<file path="src/rtl/ocu_pkg.sv">
// Shared definitions for the compare channel: the mode decode result type
// and the table lookup that classifies a mode code. Assumes the tables are
// 2**MODE_W bits wide, with bit i describing code i.
package ocu_pkg;

    typedef struct packed {
        logic pwm;        // shadow buffer in use
        logic upd_bottom; // commit at BOTTOM rather than TOP
    } mode_cls_t;

    function automatic mode_cls_t classify(input logic [15:0] pwm_tab,
                                           input logic [15:0] bot_tab,
                                           input logic [3:0]  code);
        mode_cls_t r;
        r.pwm        = pwm_tab[code];
        r.upd_bottom = bot_tab[code];
        return r;
    endfunction

endpackage

</file>
<file path="src/rtl/ocu_byte_port.sv">
// Byte-wide write path. A high-byte write fills the holding latch. A
// low-byte write emits a full word made of the latch and the low byte as a
// one-cycle request. Assumes the host writes the high byte first.
module ocu_byte_port #(
    parameter int BYTE_W = 8
) (
    input  logic                clk,
    input  logic                rst_n,
    input  logic                wr_en,
    input  logic                wr_hi,
    input  logic [BYTE_W-1:0]   wr_data,
    output logic                word_we,
    output logic [2*BYTE_W-1:0] word_data
);
    logic [BYTE_W-1:0] hold_q;

    // Holding latch for the high byte
    always_ff @(posedge clk) begin
        if (!rst_n)
            hold_q <= '0;
        else if (wr_en && wr_hi)
            hold_q <= wr_data;
    end

    // Word request formed on a low-byte write
    always_comb begin
        word_we   = wr_en && !wr_hi;
        word_data = {hold_q, wr_data};
    end
endmodule

</file>
<file path="src/rtl/ocu_cmp_regs.sv">
// Shadow buffer and active compare register. A word write goes to the
// buffer in PWM codes and straight to the active register otherwise. The
// buffer is copied to the active register at the selected update point.
// Assumes update pulses come from the counter and last one cycle.
module ocu_cmp_regs #(
    parameter int WORD_W = 16
) (
    input  logic              clk,
    input  logic              rst_n,
    input  logic              pwm,
    input  logic              upd_bottom,
    input  logic              at_top,
    input  logic              at_bottom,
    input  logic              word_we,
    input  logic [WORD_W-1:0] word_data,
    output logic [WORD_W-1:0] shadow,
    output logic [WORD_W-1:0] active
);
    logic commit;

    // Commit condition for buffered modes
    always_comb commit = pwm && (upd_bottom ? at_bottom : at_top);

    // Shadow buffer, written only in PWM codes
    always_ff @(posedge clk) begin
        if (!rst_n)
            shadow <= '0;
        else if (word_we && pwm)
            shadow <= word_data;
    end

    // Active register: direct write or commit from the buffer
    always_ff @(posedge clk) begin
        if (!rst_n)
            active <= '0;
        else if (word_we && !pwm)
            active <= word_data;
        else if (commit)
            active <= shadow;
    end
endmodule

</file>
<file path="src/rtl/ocu_match.sv">
// Equality compare, match pulse and sticky flag. A force strobe is honoured
// only in non-PWM codes and never touches the flag. Assumes flag_clr is a
// one-cycle write-one-to-clear strobe.
module ocu_match #(
    parameter int WORD_W = 16
) (
    input  logic              clk,
    input  logic              rst_n,
    input  logic              pwm,
    input  logic [WORD_W-1:0] cnt,
    input  logic [WORD_W-1:0] active,
    input  logic              force_wr,
    input  logic              flag_clr,
    output logic              match_out,
    output logic              flag
);
    logic eq;

    // Continuous compare and match pulse toward the waveform logic
    always_comb begin
        eq        = (cnt == active);
        match_out = eq || (force_wr && !pwm);
    end

    // Sticky flag: a set beats a clear in the same cycle
    always_ff @(posedge clk) begin
        if (!rst_n)
            flag <= 1'b0;
        else if (eq)
            flag <= 1'b1;
        else if (flag_clr)
            flag <= 1'b0;
    end
endmodule

</file>
<file path="src/rtl/ocu_top.sv">
// Compare channel top. It joins the byte write port, the buffered registers
// and the match logic, decodes the mode code through parameter tables, and
// serves the byte read of the target register. Assumes the mode code is
// steady while a write sequence is in flight.
module ocu_top #(
    parameter int          BYTE_W   = 8,
    parameter int          MODE_W   = 4,
    parameter logic [15:0] PWM_TAB  = 16'hCFEE,
    parameter logic [15:0] BOT_TAB  = 16'h0300
) (
    input  logic                clk,
    input  logic                rst_n,
    input  logic [MODE_W-1:0]   mode,
    input  logic                wr_en,
    input  logic                wr_hi,
    input  logic [BYTE_W-1:0]   wr_data,
    input  logic                rd_hi,
    output logic [BYTE_W-1:0]   rd_data,
    input  logic                force_wr,
    input  logic                flag_clr,
    input  logic [2*BYTE_W-1:0] cnt,
    input  logic                at_top,
    input  logic                at_bottom,
    output logic [2*BYTE_W-1:0] cmp_value,
    output logic                match_out,
    output logic                flag
);
    import ocu_pkg::*;

    localparam int WORD_W = 2 * BYTE_W;

    mode_cls_t          cls;
    logic               word_we;
    logic [WORD_W-1:0]  word_data;
    logic [WORD_W-1:0]  shadow;
    logic [WORD_W-1:0]  target;

    // Mode classification from the parameter tables
    always_comb cls = classify(PWM_TAB, BOT_TAB, 4'(mode));

    ocu_byte_port #(.BYTE_W(BYTE_W)) u_port (
        .clk       (clk),
        .rst_n     (rst_n),
        .wr_en     (wr_en),
        .wr_hi     (wr_hi),
        .wr_data   (wr_data),
        .word_we   (word_we),
        .word_data (word_data)
    );

    ocu_cmp_regs #(.WORD_W(WORD_W)) u_regs (
        .clk        (clk),
        .rst_n      (rst_n),
        .pwm        (cls.pwm),
        .upd_bottom (cls.upd_bottom),
        .at_top     (at_top),
        .at_bottom  (at_bottom),
        .word_we    (word_we),
        .word_data  (word_data),
        .shadow     (shadow),
        .active     (cmp_value)
    );

    ocu_match #(.WORD_W(WORD_W)) u_match (
        .clk       (clk),
        .rst_n     (rst_n),
        .pwm       (cls.pwm),
        .cnt       (cnt),
        .active    (cmp_value),
        .force_wr  (force_wr),
        .flag_clr  (flag_clr),
        .match_out (match_out),
        .flag      (flag)
    );

    // Read path: target register byte, never the holding latch
    always_comb begin
        target  = cls.pwm ? shadow : cmp_value;
        rd_data = rd_hi ? target[WORD_W-1:BYTE_W] : target[BYTE_W-1:0];
    end
endmodule

</file>
<file path="config.mk">
export PLATFORM = sky130hd
export DESIGN_NAME = ocu_top
export DESIGN_NICKNAME = d
export VERILOG_FILES = /design/src/rtl/ocu_pkg.sv /design/src/rtl/ocu_byte_port.sv /design/src/rtl/ocu_cmp_regs.sv /design/src/rtl/ocu_match.sv /design/src/rtl/ocu_top.sv
export SDC_FILE = /design/constraint.sdc
export NUM_CORES = 1
export LEC_CHECK = 0
export BUFFER_PORTS_ARGS = -buffer_cell sky130_fd_sc_hd__buf_2
export CELL_PAD_IN_SITES_DETAIL_PLACEMENT = 0
export CELL_PAD_IN_SITES_GLOBAL_PLACEMENT = 2
export CORE_UTILIZATION = 32
export CTS_CLUSTER_SIZE = 8
export DETAILED_ROUTE_END_ITERATION = 12
export PLACE_DENSITY = 0.85
export SLEW_MARGIN = 20
export SYNTH_ARGS = -nofsm -noshare
export SYNTH_HDL_FRONTEND = slang
export SYNTH_SLANG_ARGS = --single-unit
</file>
<file path="constraint.sdc">
create_clock -name clk -period 1.85 [get_ports clk]
set_input_delay 0.0925 -clock clk [delete_from_list [all_inputs] [get_ports clk]]
set_output_delay 0.0925 -clock clk [all_outputs]
set_load 0.02 [all_outputs]
</file>
==> results_dict.tcl <==
set metrics [dict create \
    status "finished, final reports clean" \
    maxSlewHeadroom_pct 26.4 \
    vias 1930 \
    crit_type "input port to output pin" \
    synth_cell_types 31 \
    synthDominantCellAreaShare_pct 39.6 \
    critPathLaunch "mode[0]" \
    core-area_um2 6100 \
    final_util_pct 41.7 \
    crit_buf_inv 2 \
    slew_viol_final 0 \
    rsz0062_at_grt "false" \
    tns_ns 0 \
    cp.depth 5 \
    finalHoldViolCount 0 \
    initial_utilization_pct 34.0 \
    root_buffer "clkbuf_8" \
    cts_buffers 5 \
    critPathCaptureType "output pin" \
    critical-path-slowest-cell "nor3_2" \
    dp_hpwl_mm 4.36 \
    finalClockSkew_ns 0.00367 \
    nNetsFinal 322 \
    grt_pass1_wl_mm 9.18 \
    powerDensity_nw_per_um2 735 \
    clk_path_buf_depth 2 \
    insertion_delay_ns 0.30 \
    num_io_pins 63 \
    grt_overflow 0 \
    cp-endpoint "rd_data[4]" \
    worstPathArrival_ns 1.65 \
    period_minus_slack_ns 1.74 \
    drt-total-wl_mm 5.92 \
    portBuffers 62 \
    gp_congestion 0.744 \
    crit_required_ns 1.76 \
    cp_max_fo 9 \
    r2r_end "u_match.flag" \
    cts.sinks 41 \
    synth_top_area_cell "dfxtp_1" \
    setup_viol_count_final 0 \
    fp.dieH_um 82.5 \
    yosys_warnings 0 \
    cp_slowest_stage_delay_ns 0.67 \
    grt_start_max_net_pins 24 \
    drc 0 \
    cts.repair.resized 0 \
    start_kind "input port" \
    path_clk_slew_ns 0.08 \
    synth_area_um2 2070 \
    worst_slew_pin_slew_ns 1.10 \
    grt_util_all_layers_pct 19.0 \
    wl_per_cell_um 16.4 \
    cts_setup_buffers 0 \
    worstPathCellList "buf_2 -> nor2b_1 -> nor3_2 -> mux4_2 -> buf_2" \
    reg2reg_from "u_regs.active[8]" \
    dr.first_iter.drc_count 224 \
    fmax_mhz 573 \
    synth_nets 261 \
    avgSynthCellArea_um2 9.25 \
    grt_pass1_vias 1703 \
    leakage_nw 1.15 \
    ys_ff_latch 41 \
    ir_drop_v 0.000247 \
    drive_above_1_share_pct 31.1 \
    cts_hold_repair.buffers 0 \
    r2r_cells 4 \
    vias_per_cell 5.35 \
    ant_nets 0 \
    final.period_utilization_pct 94.3 \
    cts_tree "built" \
    fp-row-count 28 \
    die_area_um2 6800 \
    antenna_cells 0 \
    synth_cells 224 \
    path_delay_family "simple AND/OR/NAND/NOR gates" \
    cts_max_level 2 \
    r2r_setup_slack_ns 0.58 \
    holdCritPathClass "input port to flip-flop" \
    crit_top_cell "buf_2" \
    area_growth_pct 22.7 \
    dr.pass1.iters 4 \
    max_cap_violations 0 \
    synthTopCellsByArea "dfxtp_1, mux4_2, mux2i_1" \
    seq_area_frac_synth_pct 39.6 \
    die_x_um 82.5 \
    grt_antenna_before_repair 0 \
]
## report_power, final
part	internal, mW	leakage, nW	total [mW]	switching [mW]
logic	0.118	0.760	0.284	0.166
registers	0.911	0.333	0.940	0.0291
clock network	0.337	0.0542	0.643	0.306
total	1.37	1.15	1.87	0.501
## how the worst min path moves through the flow
stage | from | end | slack (ns) | cells after the start
2_1_floorplan | rst_n | u_regs.active[10] | 0.23 | 2
3_3_place_gp | flag_clr | u_match.flag | 0.37 | 3
3_5_place_dp | flag_clr | u_match.flag | 0.37 | 3
4_1_cts | flag_clr | u_match.flag | 0.05 | 3
5_1_grt | wr_data[4] | u_port.hold_q[4] | 0.07 | 3
6_report | flag_clr | u_match.flag | 0.06 | 3
## worst min-delay path, cell delays in order
cell      delay, ns
buf_2          0.07
nand2b_1       0.09
a21oi_1        0.06
## final cells by class
cell class,count,area (um^2)
fill,611,3550
multi-input combinational,167,1160
sequential,41,821
timing repair buffer,68,355
clock buffer,7,96.3
tap,75,93.8
inverter,2,7.51
clock inverter,1,5.00
## metrics by stage
| step | cells | cell area (um^2) | power (mW) | hold slack, ns | setup slack, ns |
|---|---|---|---|---|---|
| 3_5_place_dp | 353 | 2440 | 1.25 | 0.374 | 0.118 |
| 3_3_place_gp | 353 | 2440 | 1.25 | 0.368 | 0.106 |
| 6_report | 361 | 2540 | 1.87 | 0.0575 | 0.106 |
| 5_1_grt | 361 | 2540 | 1.97 | 0.0708 | 0.0235 |
| 4_1_cts | 361 | 2540 | 1.90 | 0.0544 | 0.112 |
| 2_1_floorplan | 224 | 2070 | 1.13 | 0.231 | 0.609 |
## layer usage
layer / vias to the layer above / track usage [%] / share of wire, % / wire length, um
met2: 63 / 27.5 / 45 / 2680
li1: 946 / - / - / -
met4: 0 / 7.19 / 1.8 / 106
met5: - / 0 / 0 / 0
met1: 912 / 27.4 / 47 / 2760
met3: 9 / 3.63 / 6.3 / 375
## cell families after synthesis
group | synth area share [%]
mux | 16.4
buf+inv | 4.23
flops | 39.6
xor+xnor | 6.76
compound gates | 14.6
simple gates | 18.4
## cell usage after synthesis (all sizes together)
library cell,n
o31ai,1
or2b,1
xor2,16
nor2,16
nor4,4
mux2i,16
and4,1
dfxtp,41
nand2,20
a21oi,9
a31oi,16
o21ai,24
nand4,11
and3,1
clkbuf,3
nor3,1
and2b,1
inv,1
mux4,8
clkinv,1
nor2b,2
a21boi,1
nand3,16
buf,11
nand2b,2
## cell usage in the layout (no fill, tap or decap), types with 2 or more instances in the layout
cell	Yosys	routed
a21oi_1	9	9
a31oi_1	16	16
buf_2	7	62
buf_4	2	6
clkbuf_8	0	7
dfxtp_1	41	41
mux2i_1	16	16
mux4_2	8	8
nand2_1	20	20
nand2b_1	2	2
nand3_1	16	16
nand4_1	11	11
nor2_1	16	16
nor4_1	4	4
o21ai_0	20	20
o21ai_1	3	3
xor2_1	16	16
## state kept, by name, indices dropped and copies added (netlist names)
name,cells
u_regs.shadow,16
u_match.flag,1
u_regs.active,16
u_port.hold_q,8
No activity file was read; power rests on OpenSTA's default activity.
